===== src/rtl/osc_trim_pkg.sv =====
package osc_trim_pkg;
  typedef enum logic [2:0] {
    ST_IDLE,
    ST_PLAN,
    ST_PROBE,
    ST_WAIT,
    ST_FB_PROBE,
    ST_FB_WAIT,
    ST_DONE
  } srch_state_e;
endpackage


===== src/rtl/osc_trim_bisect.sv =====
// Floor midpoint of the current interval plus the two loop-exit tests.
module osc_trim_bisect #(
  parameter int TRIM_W = 6
) (
  input  logic [TRIM_W-1:0] left_i,
  input  logic [TRIM_W-1:0] right_i,
  output logic [TRIM_W-1:0] mid_o,
  output logic              mid_at_left_o,
  output logic              crossed_o
);
  localparam int SUM_W = TRIM_W + 1;

  logic [SUM_W-1:0] sum;

  assign sum           = {1'b0, left_i} + {1'b0, right_i};
  assign mid_o         = sum[SUM_W-1:1];
  assign mid_at_left_o = (mid_o == left_i);
  assign crossed_o     = (left_i > right_i);
endmodule


===== src/rtl/osc_trim_absdiff.sv =====
// Unsigned absolute distance between two counts.
module osc_trim_absdiff #(
  parameter int CNT_W = 16
) (
  input  logic [CNT_W-1:0] a_i,
  input  logic [CNT_W-1:0] b_i,
  output logic [CNT_W-1:0] dist_o
);
  assign dist_o = (a_i >= b_i) ? (a_i - b_i) : (b_i - a_i);
endmodule


===== src/rtl/osc_trim_field_merge.sv =====
// Replaces one bit field of a control word, bit by bit.
module osc_trim_field_merge #(
  parameter int CTRL_W   = 16,
  parameter int TRIM_W   = 6,
  parameter int TRIM_LSB = 4
) (
  input  logic [CTRL_W-1:0] word_i,
  input  logic [TRIM_W-1:0] field_i,
  output logic [CTRL_W-1:0] word_o
);
  localparam int TRIM_MSB = TRIM_LSB + TRIM_W - 1;

  for (genvar b = 0; b < CTRL_W; b++) begin : g_bit
    if (b >= TRIM_LSB && b <= TRIM_MSB) begin : g_field
      assign word_o[b] = field_i[b-TRIM_LSB];
    end else begin : g_keep
      assign word_o[b] = word_i[b];
    end
  end
endmodule


===== src/rtl/osc_trim_search.sv =====
module osc_trim_search
  import osc_trim_pkg::*;
#(
  parameter int TRIM_W   = 6,
  parameter int CNT_W    = 16,
  parameter int CTRL_W   = 16,
  parameter int TRIM_LSB = 4
) (
  input  logic              clk,
  input  logic              rst_n,
  input  logic              start,
  input  logic [TRIM_W-1:0] code_first,
  input  logic [TRIM_W-1:0] code_last,
  input  logic [CNT_W-1:0]  lim_lo,
  input  logic [CNT_W-1:0]  lim_hi,
  input  logic              meter_done,
  input  logic              meter_timeout,
  input  logic [CNT_W-1:0]  meter_count,
  input  logic [CTRL_W-1:0] ctrl_in,
  output logic              meter_start,
  output logic [TRIM_W-1:0] meter_code,
  output logic              done,
  output logic              hit,
  output logic [TRIM_W-1:0] final_code,
  output logic [CTRL_W-1:0] ctrl_out
);
  // reset synchronizer: asynchronous assert, synchronous release
  logic [1:0] rst_sync_q;
  logic       rst_n_int;

  always_ff @(posedge clk or negedge rst_n) begin
    if (!rst_n) rst_sync_q <= 2'b00;
    else        rst_sync_q <= {rst_sync_q[0], 1'b1};
  end
  assign rst_n_int = rst_sync_q[1];

  srch_state_e       state_q, state_d;
  logic [TRIM_W-1:0] left_q, left_d;
  logic [TRIM_W-1:0] right_q, right_d;
  logic [TRIM_W-1:0] probe_q, probe_d;
  logic              side_q, side_d;
  logic [CNT_W-1:0]  dist_l_q, dist_l_d;
  logic [TRIM_W-1:0] final_q, res_code;
  logic              hit_q, res_hit, res_load;

  logic [TRIM_W-1:0] mid;
  logic              mid_at_left, crossed;
  logic [CNT_W-1:0]  cnt_eff, dist_now;
  logic              meas_ev, in_win, above;

  osc_trim_bisect #(.TRIM_W(TRIM_W)) u_bisect (
    .left_i        (left_q),
    .right_i       (right_q),
    .mid_o         (mid),
    .mid_at_left_o (mid_at_left),
    .crossed_o     (crossed)
  );

  // a timed-out measurement reads as zero
  assign meas_ev = meter_done | meter_timeout;
  assign cnt_eff = meter_timeout ? '0 : meter_count;
  assign in_win  = (cnt_eff >= lim_lo) && (cnt_eff <= lim_hi);
  assign above   = (cnt_eff > lim_hi);

  osc_trim_absdiff #(.CNT_W(CNT_W)) u_dist (
    .a_i    (cnt_eff),
    .b_i    (lim_lo),
    .dist_o (dist_now)
  );

  // next-state logic
  always_comb begin
    state_d  = state_q;
    left_d   = left_q;
    right_d  = right_q;
    probe_d  = probe_q;
    side_d   = side_q;
    dist_l_d = dist_l_q;
    res_load = 1'b0;
    res_code = final_q;
    res_hit  = hit_q;
    unique case (state_q)
      ST_IDLE: begin
        if (start) begin
          left_d  = code_first;
          right_d = code_last;
          state_d = ST_PLAN;
        end
      end
      ST_PLAN: begin
        if (crossed || mid_at_left) begin
          probe_d = left_q;
          side_d  = 1'b0;
          state_d = ST_FB_PROBE;
        end else begin
          probe_d = mid;
          state_d = ST_PROBE;
        end
      end
      ST_PROBE: state_d = ST_WAIT;
      ST_WAIT: begin
        if (meas_ev) begin
          if (in_win) begin
            res_load = 1'b1;
            res_code = probe_q;
            res_hit  = 1'b1;
            state_d  = ST_DONE;
          end else begin
            if (above) right_d = probe_q;
            else       left_d  = probe_q;
            state_d = ST_PLAN;
          end
        end
      end
      ST_FB_PROBE: state_d = ST_FB_WAIT;
      ST_FB_WAIT: begin
        if (meas_ev) begin
          if (!side_q) begin
            dist_l_d = dist_now;
            side_d   = 1'b1;
            probe_d  = right_q;
            state_d  = ST_FB_PROBE;
          end else begin
            res_load = 1'b1;
            res_code = (dist_l_q < dist_now) ? left_q : right_q;
            res_hit  = 1'b0;
            state_d  = ST_DONE;
          end
        end
      end
      ST_DONE: state_d = ST_IDLE;
      default: state_d = ST_IDLE;
    endcase
  end

  // state and datapath registers
  always_ff @(posedge clk or negedge rst_n_int) begin
    if (!rst_n_int) begin
      state_q  <= ST_IDLE;
      left_q   <= '0;
      right_q  <= '0;
      probe_q  <= '0;
      side_q   <= 1'b0;
      dist_l_q <= '0;
    end else begin
      state_q  <= state_d;
      left_q   <= left_d;
      right_q  <= right_d;
      probe_q  <= probe_d;
      side_q   <= side_d;
      dist_l_q <= dist_l_d;
    end
  end

  // result registers with explicit load enable
  always_ff @(posedge clk or negedge rst_n_int) begin
    if (!rst_n_int) begin
      final_q <= '0;
      hit_q   <= 1'b0;
    end else if (res_load) begin
      final_q <= res_code;
      hit_q   <= res_hit;
    end
  end

  assign meter_start = (state_q == ST_PROBE) || (state_q == ST_FB_PROBE);
  assign meter_code  = probe_q;
  assign done        = (state_q == ST_DONE);
  assign hit         = hit_q;
  assign final_code  = final_q;

  osc_trim_field_merge #(
    .CTRL_W   (CTRL_W),
    .TRIM_W   (TRIM_W),
    .TRIM_LSB (TRIM_LSB)
  ) u_merge (
    .word_i  (ctrl_in),
    .field_i (final_q),
    .word_o  (ctrl_out)
  );
endmodule


===== config.mk =====
export PLATFORM = sky130hd
export DESIGN_NAME = osc_trim_search
export DESIGN_NICKNAME = d
export VERILOG_FILES = /design/src/rtl/osc_trim_pkg.sv /design/src/rtl/osc_trim_bisect.sv /design/src/rtl/osc_trim_absdiff.sv /design/src/rtl/osc_trim_field_merge.sv /design/src/rtl/osc_trim_search.sv
export SDC_FILE = /design/constraint.sdc
export NUM_CORES = 1
export LEC_CHECK = 0
export BUFFER_PORTS_ARGS = -buffer_cell sky130_fd_sc_hd__clkbuf_2
export CAP_MARGIN = 40
export CORE_ASPECT_RATIO = 1.2
export CORE_UTILIZATION = 40
export CTS_BUF_LIST = sky130_fd_sc_hd__clkbuf_16
export DETAILED_ROUTE_END_ITERATION = 6
export SYNTH_ARGS = -nofsm -noshare
export SYNTH_HDL_FRONTEND = slang
export SYNTH_HIERARCHICAL = 1
export SYNTH_SLANG_ARGS = --single-unit

===== constraint.sdc =====
create_clock -name clk -period 1.5 [get_ports clk]
set_clock_uncertainty 0.1 [all_clocks]
set_input_delay 0.075 -clock clk [delete_from_list [all_inputs] [get_ports clk]]
set_output_delay 0.075 -clock clk [all_outputs]
set_load 0.005 [all_outputs]

==> metrics <==
total CTS buffers 5; register area share after synthesis between 20% and 30%; first-pass GRT wire length approximately 31000 µm; GRT Util Overall approximately a quarter; xor and xnor area share after synthesis approximately 3.6%; Synth Flop Type dfrtp_1; Netlist cell types 73; DIE AREA about 15000 µm²; LEAKAGE around 4.5 nW; R2R setup slack -1.39 ns; pwr dens approximately 1600 nW/µm²; status finished, violations left; worst r2r src left_q[1]; hpwl dp 14800 µm; cell area after synthesis between 5000 and 6000 µm²; layout cells sized above 1 47.0%; IO Count around 110; Max Cap Violations 0; vias in the first global route 6579; dpl cells around 1.1k; Nets 1132; final hold slack -0.000237 ns; placeable core region between 10000 and 15000 µm²; Routed wire per std cell around 17 µm; DRT antenna net count 0; non-filler cells, final approximately 1.1k; Avg Cell Area, Syn 8.20 µm²; Iter 0 DRT Violations ~280; clk root buf clkbuf_16; RR Endpoint meter_code[4]; Post-Synth Adder-Cell Area between 20% and 30%; Startpoint Class input port; initial antenna violation count 0; fin crit period slightly above 4 ns; largest net degree at the start of global routing 21; clock-pin slew on the worst setup and hold paths approximately 0.070 ns; remaining global-route overflow 0; largest family of logic cells by synthesized area compound AO/OA/AOI/OAI gates; site row count 47; Max Clk Rate between 200 and 250 MHz; Hold Startpoint code_last[3]; total clock sinks 47; Mapped Cells 704; reg2reg path depth 12; gpl congestion a little over 0.9; Post-synth ARST share 100%; Die Y around 130 µm; FF+latch count, synth 47; Post-synth EDFFs 0; fin worst setup slack -2.56 ns; Worst-Skew Late Latency ~0.30 ns; fillcell total 1147; critical path class in2reg; Port Buffers 85; total wire length a little under 20000 µm; drt drc 0; CTS tree yes; DR vias slightly above 6k; Compound-Gate Fraction of Synth Area between 20% and 30%; H-tree levels 2; initial core utilization between 40% and 50%; drt pass-1 iters 4; Antenna Cells 0; Synth Area in Simple Gates between 10% and 20%; Net Count, Synth approximately 900; multiplexer share of the synthesized area under 10%; Critical Path AT roughly 4.2 ns; end of the worst hold path right_q[3]; CTS Buffer Depth 2; synth warn 6; Power Total approximately 14 mW; maximum vdd drop around 0.0014 V; fin crit share 271%; routed vias/inst roughly 5.4; CP required between 1.5 and 2 ns; Final Slew Violations 0; Layout area overhead 54.2%; RSZ-0062 raised after global routing yes; CP Max Fanout 7; die width between 100 and 150 µm; final setup vio count 45; HP Class in2reg; number of hold violations in the final report 1; hold path depth 3; violated checks hold timing, setup timing; crit path capture type flop
## routing by layer
| metal | vias up | part of all wire [%] | GRT usage (%) |
|---|---|---|---|
| met5 | - | 0 | 0 |
| met4 | 0 | 2.6 | 10.4 |
| met3 | 48 | 4.1 | 3.55 |
| met2 | 190 | 55 | 52.3 |
| met1 | 2919 | 38 | 26.9 |
| li1 | 2945 | - | - |
## sequential cells by signal, indices dropped and copies added (netlist names)
signal and flops:
left_q 6, hit 1, side_q 1, right_q 6, state_q 3, dist_l_q 16
rst_sync_q 2, meter_code 6, final_code 6
## worst max path at each step
stage	end	from	slack, ns	depth (start not counted)
global route	final_code[5]	meter_timeout	-2.77	24
detailed placement	final_code[3]	meter_timeout	-3.15	23
finish	final_code[5]	meter_timeout	-2.56	24
floorplan	final_code[3]	meter_timeout	-2.49	22
global placement	final_code[5]	meter_timeout	-2.99	23
CTS	final_code[5]	meter_timeout	-2.50	24
## stage by stage
stage               utilization, %  cell area [µm²]  worst slack, ns  TNS, ns
global route                  63.9             8900            -2.77   -62.32
floorplan                        -             6080            -2.49   -51.47
finish                        63.9             8900            -2.56   -57.25
detailed placement            55.0             7660            -3.15   -75.87
CTS                           61.2             8530            -2.50   -54.06
global placement              55.0             7660            -2.99   -72.49
## power breakdown
part	switching [mW]	internal [mW]	leakage, nW
registers	0.511	1.88	0.548
clock network	0.533	0.796	0.0844
logic	5.34	5.35	3.82
## synthesized netlist by cell type (3+ instances only)
master     number  area (µm²)
clkbuf_1       15        56.3
nor3_2          3        30.0
nand4_1        13        81.3
o221a_2         7        78.8
nor2b_1        17         106
a21o_1          7        52.6
buf_2           5        25.0
a31oi_1         3        18.8
fa_1            3        60.1
mux2i_1        15         150
and2_1          3        18.8
inv_1         111         417
a211oi_1       11        82.6
a21oi_1        52         260
o211ai_1        7        52.6
and2b_1         3        22.5
o221ai_1        3        26.3
o2111ai_1       3        26.3
xnor2_1        15         131
nand2_1        37         139
ha_1           87        1090
o31ai_1         3        22.5
o21bai_1        7        52.6
nor3_1         14        70.1
a21oi_2         3        26.3
buf_4          17         128
nand2b_1       11        68.8
dfrtp_1        47        1180
or3_1           6        37.5
mux2_2         16         180
a221oi_1        8        70.1
xor2_1          7        61.3
nor2_1         42         158
or2_2           3        18.8
o21ai_0        35         175
nor3b_1         3        22.5
nand3_1        14        70.1
o21a_1          5        37.5
## cell usage in the layout (no fill, tap or decap), types with 6 or more instances in the layout
cell and count:
o21ai_1 17, nor3_4 6, nor2b_4 9, nor3_2 6, ha_1 68, mux2_2 10, or3_1 6, xor2_1 6
o211ai_1 7, nand3_1 9, clkbuf_16 6, a221oi_2 6, mux2_4 6, buf_4 167, inv_1 106, dfrtp_1 45
nor2_1 39, a21o_1 7, a21oi_1 43, o21bai_1 7, nand2_1 26, nand4_1 13, nand2_2 10, nand2b_1 8
a21oi_2 12, nor2b_1 6, a211oi_2 7, buf_12 6, mux2i_1 11, xnor2_1 11, o21ai_0 15, dlygate4sd3_1 11
clkbuf_2 83, buf_6 17, o221a_2 7, ha_4 15
## kinds of logic (layout without fill, tap and decap cells)
kind of cell             Yosys count  in the layout
AO/OA/AOI/OAI                    175            175
flip-flops                        47             47
AND/OR/NAND/NOR                  183            184
multiplexers                      31             31
XOR/XNOR                          23             23
other                              1              1
buffers and inverters            152            409
adder cells (fa/ha/maj)           92             92
## final cells by class
type                    count  area [µm²]  area share [%]
multi-input cells         506        4730            53.2
flip-flops and latches     47        1180            13.2
repair buffers            290        2180            24.5
clock buffers               5         125            1.41
inverters                 111         422            4.74
clock inverters             3        47.5           0.534
well taps                 171         214            2.40
## worst max-delay path: stages
cell and delay, ns:
clkbuf_16 0.13, nand2b_4 0.15, inv_4 0.06, inv_4 0.03
ha_4 0.15, fa_2 0.35, nand3b_1 0.24, a2111oi_4 0.36
o31ai_2 0.14, o211ai_1 0.16, a221oi_4 0.12, buf_12 0.17
mux2i_4 0.18, xnor2_2 0.23, inv_2 0.08, ha_4 0.24
a21o_1 0.21, a221oi_4 0.28, o21ai_2 0.10, a21oi_2 0.19
buf_6 0.17, a21oi_2 0.06, o21ai_1 0.10, o221a_2 0.20
## timing repair
item | 4_1_cts | 5_1_grt
pin swaps | 36 | 44
endpoints found under the hold margin | 12 | 0
setup buffers | 19 | 12
resized for setup | 78 | 59
cloned | 4 | 0
hold buffers | 11 | 0
endpoints found under the setup margin | 45 | 46
(Power assumes the default switching activity.)
